**config.mk**
```make
export PLATFORM = sky130hd
export DESIGN_NAME = twp_timer
export DESIGN_NICKNAME = d
export VERILOG_FILES = /design/src/rtl/twp_pkg.sv /design/src/rtl/twp_regs.sv /design/src/rtl/twp_core.sv /design/src/rtl/twp_outdrv.sv /design/src/rtl/twp_timer.sv
export SDC_FILE = /design/constraint.sdc
export NUM_CORES = 1
export LEC_CHECK = 0
export BUFFER_PORTS_ARGS = -buffer_cell sky130_fd_sc_hd__buf_2
export CAP_MARGIN = 20
export CORE_MARGIN = 2
export CORE_UTILIZATION = 60
export DETAILED_ROUTE_END_ITERATION = 8
export PLACE_DENSITY = 0.81
export SYNTH_ARGS = -nofsm -noshare
export SYNTH_HDL_FRONTEND = slang
export SYNTH_SLANG_ARGS = --single-unit
```
**constraint.sdc**
```tcl
create_clock -name clk -period 3.6 [get_ports clk]
set_input_delay 0.36 -clock clk [delete_from_list [all_inputs] [get_ports clk]]
set_output_delay 0.36 -clock clk [all_outputs]
set_load 0.005 [all_outputs]
```
**src/rtl/twp_pkg.sv**
```systemverilog
package twp_pkg;

    localparam int CNT_W  = 8;
    localparam int ADDR_W = 2;
    localparam int MODE_W = 2;

    localparam logic [ADDR_W-1:0] A_CTRL = 2'd0;
    localparam logic [ADDR_W-1:0] A_LVL  = 2'd1;
    localparam logic [ADDR_W-1:0] A_PRI  = 2'd2;
    localparam logic [ADDR_W-1:0] A_SEC  = 2'd3;

    localparam logic [MODE_W-1:0] MODE_WAVE = 2'b01;

    typedef logic [CNT_W-1:0] cnt_t;

    typedef enum logic {
        PH_PRI = 1'b0,
        PH_SEC = 1'b1
    } phase_e;

    typedef struct packed {
        logic              run;
        logic [MODE_W-1:0] mode;
        logic              lvl;
        cnt_t              pri_rl;
        cnt_t              sec_rl;
    } cfg_t;

    // Level on the pin for a given state; idle level equals the select bit.
    function automatic logic wave_level(logic active, phase_e ph, logic lvl);
        if (!active)
            return lvl;
        return (ph == PH_PRI) ? ~lvl : lvl;
    endfunction

    // Reload value taken when the current phase ends.
    function automatic cnt_t next_reload(phase_e ph, cnt_t pri, cnt_t sec);
        return (ph == PH_PRI) ? sec : pri;
    endfunction

endpackage

```
**src/rtl/twp_regs.sv**
```systemverilog
module twp_regs
    import twp_pkg::*;
(
    input  logic              clk,
    input  logic              rst,
    input  logic              bus_we,
    input  logic [ADDR_W-1:0] bus_addr,
    input  cnt_t              bus_wdata,
    output cfg_t              cfg,
    output logic              load_en,
    output cnt_t              load_val
);

    logic is_reload;

    assign is_reload = (bus_addr == A_PRI) || (bus_addr == A_SEC);
    // Stopped-state writes to a reload register go to the counter as well.
    assign load_en   = bus_we && is_reload && !cfg.run;
    assign load_val  = bus_wdata;

    always_ff @(posedge clk) begin
        if (rst) begin
            cfg <= '0;
        end else if (bus_we) begin
            case (bus_addr)
                A_CTRL: begin
                    cfg.run  <= bus_wdata[0];
                    cfg.mode <= bus_wdata[MODE_W:1];
                end
                A_LVL:   cfg.lvl    <= bus_wdata[0];
                A_PRI:   cfg.pri_rl <= bus_wdata;
                default: cfg.sec_rl <= bus_wdata;
            endcase
        end
    end

endmodule

```
**src/rtl/twp_core.sv**
```systemverilog
module twp_core
    import twp_pkg::*;
(
    input  logic   clk,
    input  logic   rst,
    input  logic   run,
    input  logic   active,
    input  logic   tick,
    input  logic   load_en,
    input  cnt_t   load_val,
    input  cnt_t   pri_rl,
    input  cnt_t   sec_rl,
    output cnt_t   cnt,
    output phase_e phase,
    output logic   done
);

    logic at_zero;
    logic step;

    assign at_zero = (cnt == '0);
    assign step    = active && tick;

    always_ff @(posedge clk) begin
        if (rst) begin
            cnt   <= '0;
            phase <= PH_PRI;
            done  <= 1'b0;
        end else begin
            done <= step && at_zero && (phase == PH_SEC);
            if (load_en) begin
                cnt <= load_val;
            end else if (step) begin
                if (at_zero) begin
                    cnt   <= next_reload(phase, pri_rl, sec_rl);
                    phase <= (phase == PH_PRI) ? PH_SEC : PH_PRI;
                end else begin
                    cnt <= cnt - 1'b1;
                end
            end
            if (!run)
                phase <= PH_PRI;
        end
    end

endmodule

```
**src/rtl/twp_outdrv.sv**
```systemverilog
module twp_outdrv
    import twp_pkg::*;
(
    input  logic   active,
    input  phase_e phase,
    input  logic   lvl,
    output logic   wave
);

    assign wave = wave_level(active, phase, lvl);

endmodule

```
**src/rtl/twp_timer.sv**
```systemverilog
module twp_timer
    import twp_pkg::*;
(
    input  logic       clk,
    input  logic       rst,
    input  logic       bus_we,
    input  logic [1:0] bus_addr,
    input  logic [7:0] bus_wdata,
    input  logic       cnt_tick,
    output logic       wave_out,
    output logic       period_done
);

    cfg_t   cfg;
    logic   load_en;
    cnt_t   load_val;
    cnt_t   cnt;
    phase_e phase;
    logic   active;

    assign active = cfg.run && (cfg.mode == MODE_WAVE);

    twp_regs u_regs (
        .clk      (clk),
        .rst      (rst),
        .bus_we   (bus_we),
        .bus_addr (bus_addr),
        .bus_wdata(bus_wdata),
        .cfg      (cfg),
        .load_en  (load_en),
        .load_val (load_val)
    );

    twp_core u_core (
        .clk     (clk),
        .rst     (rst),
        .run     (cfg.run),
        .active  (active),
        .tick    (cnt_tick),
        .load_en (load_en),
        .load_val(load_val),
        .pri_rl  (cfg.pri_rl),
        .sec_rl  (cfg.sec_rl),
        .cnt     (cnt),
        .phase   (phase),
        .done    (period_done)
    );

    twp_outdrv u_out (
        .active(active),
        .phase (phase),
        .lvl   (cfg.lvl),
        .wave  (wave_out)
    );

endmodule

```
==> results.txt <==
The total congestion overflow is 0. The clock sink total is 30. The post-route minimum period came out at between 1.5 and 2 ns. The die span in y is between 50 and 60 um. Yosys attributes the largest share of cell area to sky130_fd_sc_hd__dfxtp_1 (41%), sky130_fd_sc_hd__mux2i_1 (10%), sky130_fd_sc_hd__a21oi_1 (4.7%).

The tree is rooted in a sky130_fd_sc_hd__clkbuf_4. The worst relative slew slack is 54.7%. Setup repair after global routing left no endpoint under its margin.

After detailed placement, the total cell area comes to 1550 um2. The average cell area after synthesis came out at 8.86 um2. The highest ir drop seen on vdd is ~440 uV. After synthesis, the netlist uses 40 different library cells.

The net count after synthesis is between 150 and 200. Cells with a size suffix above 1 make up 17.2% of the layout. The max-capacitance violation count came out at 0. The worst endpoint data arrival time came out at 2.06 ns. The final number of max-transition violations came out at 0.

The die extent in x came out at approximately 54 um. The count of input and output buffers is 15. The synthesized netlist cell count is approximately 170. Global routing consumed, over all layers together, about a quarter of the routing resources.

After detailed routing, the average wire length per cell comes to 15.4 um. The type of the setup path with the least slack is flop to flop. The category of the worst setup path launch point is a flop. The share of flip-flops with an asynchronous set or reset after synthesis is 0%. The leakage power of the design is 0.650 nW. The H-tree was split into 2 levels. The setup TNS after final layout is 0 ns. The number of antenna violations at the first check in global routing is 0. The number of nets in the finished design is between 150 and 200. The number of hold violations in the final report is 0.

The cell with the most instances after synthesis is sky130_fd_sc_hd__dfxtp_1. The clock tree skew after final layout came out at around 0.0053 ns. TritonCTS built the clock tree.

After layout, the worst path uses about half of the clock period. The TritonCTS buffer count came out at 5. The total power consumption of the routed design came out at slightly below 700 uW. The routed wire length came out at around 3.2 mm. Among all flip-flop cells after synthesis, the most frequent one is sky130_fd_sc_hd__dfxtp_1. The per-cell via count in the routed design is just over 6.

The vias after detailed routing came out at about 1,300. The region available for standard cell placement spans 2280 um2. The remaining antenna violation count after routing is 0. Detailed placement ended at an HPWL of approximately 2.2 mm. The number of enable flip-flop cells after synthesis came out at 0.

The count of yosys warnings during synthesis came out at 0. The transition time of the tightest slew-check pin is ~0.68 ns. The total DRC errors in the routed layout came out at 0. The maximum number of pins on one net before global-route repair is 34. The area of the die is 2880 um2. Setup slack on the critical path of the routed design comes to about 1.7 ns. The flow ran to the end, and the final reports show no timing, DRC or antenna violations. The repair_antennas step left the layout with diodes totalling 0. The design area is around 1600 um2. The first-iteration detailed-routing DRC count came out at 64. The required time of the critical path is 3.79 ns. The worst-path maximum fanout came out at 4. Once the floorplan was initialized, standard cells occupied between 60% and 70% of the core. The pre-CTS worst setup slack is between 1.5 and 2 ns.

The area share of the largest cell type after synthesis is between 40% and 50%. In this run the most critical hold path is launched from bus_wdata[4]. During I/O placement, the number of pins put on the boundary was 16. The clock insertion delay at the later pin of the skew report came out at around 0.33 ns. The startpoint identified for the worst register-to-register timing path is u_core.cnt[0]$_SDFFE_PP0P_. The post-route non-filler standard cell count is between 200 and 250.

The first-pass GRT wire length came out at 5.04 mm. The number of placement rows is 17. The power density relative to cell area came out at 427 nW/um2.

The post-synthesis to final-layout area growth is 10.1%. The number of cells in the design after placement is 200. No sink is reached through more buffers than the 2 on the longest clock path. For this design, the CTS-stage hold fixing added 0 buffers. In this run the cell area of the synthesized design comes to between 1000 and 1500 um2.

The largest total area in the synthesized netlist belongs to sky130_fd_sc_hd__dfxtp_1. The final setup violation count is 0. The congestion estimate from routability-driven global placement came to just over 0.9. The number of global-route vias before repair is between 1,000 and 1,500. The start point of the critical path is u_core.cnt[0]$_SDFFE_PP0P_.

The detailed-routing iteration count for the pre-antenna-repair pass came out at 4. The critical path endpoint category is a flop. In the synthesized netlist, the cells that appear most often are sky130_fd_sc_hd__dfxtp_1 (30), sky130_fd_sc_hd__nand2_1 (18), sky130_fd_sc_hd__nor2_1 (17).

The achievable frequency came out at 535 MHz. The synthesis-stage register bit count came out at 30. Gates resized during post-CTS repair numbered 0. The clock-pin slew of the registers on the worst-case setup and hold paths is ~0.09 ns. After clock tree synthesis, the setup repair step added 0 buffers. The sequential fraction of the synthesis area is between 40% and 50%. The path category of the worst min-delay check is primary input to flop.
[metrics by stage]
stage	utilization [%]	hold slack, ns
after floorplan	-	0.431
after global placement	68.1	0.438
after detailed placement	68.1	0.442
after CTS	71.5	0.276
after global routing	71.5	0.283
final	71.5	0.293
[worst paths after layout]
path | to | slack (ns) | depth (start not counted)
max | u_core.cnt[0]$_SDFFE_PP0P_ | 1.73 | 6
max reg2reg | u_core.cnt[0]$_SDFFE_PP0P_ | 1.73 | 6
min reg2reg | u_regs.cfg[9]$_SDFFE_PP0P_ | 0.45 | 2
min | u_regs.cfg[12]$_SDFFE_PP0P_ | 0.29 | 3
[per-layer routing]
metal	track usage [%]	part of all wire (%)	wire length, um
met1	30.7	43	1390
met2	38.3	47	1510
met3	10.6	7.5	241
met4	15.0	1.7	54
met5	0	0	0
[kinds of logic after synthesis]
| kind of cell | synth area share, % |
|---|---|
| AO/OA/AOI/OAI | 17.5 |
| XOR/XNOR | 2.96 |
| adder cells (fa/ha/maj) | 1.69 |
| buffers and inverters | 3.47 |
| flip-flops | 40.6 |
| multiplexers | 12.4 |
| AND/OR/NAND/NOR | 21.3 |
[placed cells by master, fill, tap and decap left out, drive strengths merged, types with 2 or more instances in the layout]
master and n:
a211o 3, a21oi 14, a22oi 7, a31oi 3, a32oi 2, and3b 2, buf 15, clkbuf 8
dfxtp 30, ha 2, inv 3, mux2 3, mux2i 15, nand2 18, nand3 3, nor2 18
nor3 4, nor3b 4, o22ai 4, or2 2, or3 2, xnor2 2, xor2 3
[final cells by class]
class | count | area, um2
clock buffers | 8 | 78.8
inverters | 3 | 11.3
fillers | 176 | 648
well taps | 28 | 35.0
repair buffers | 15 | 75.1
multi-input cells | 124 | 827
flip-flops and latches | 30 | 601
[flip-flops by register name, summed over array words and instances, names as in the netlist]
name	count
u_core.cnt	8
u_core.done	1
u_regs.cfg	20
u_core.phase	1
[worst max-delay path: stages, from the launching register on]
cell and delay, ns:
sky130_fd_sc_hd__dfxtp_1 0.34, sky130_fd_sc_hd__inv_1 0.10, sky130_fd_sc_hd__ha_1 0.17, sky130_fd_sc_hd__or3b_2 0.52, sky130_fd_sc_hd__or2_1 0.30, sky130_fd_sc_hd__a32oi_1 0.21
sky130_fd_sc_hd__a21oi_1 0.09
[power breakdown]
part / internal, mW / switching (mW)
registers: 0.344 / 0.00989
logic: 0.0393 / 0.0578
clock network: 0.133 / 0.111
total: 0.516 / 0.179
No activity file was read; power rests on OpenSTA's default activity.
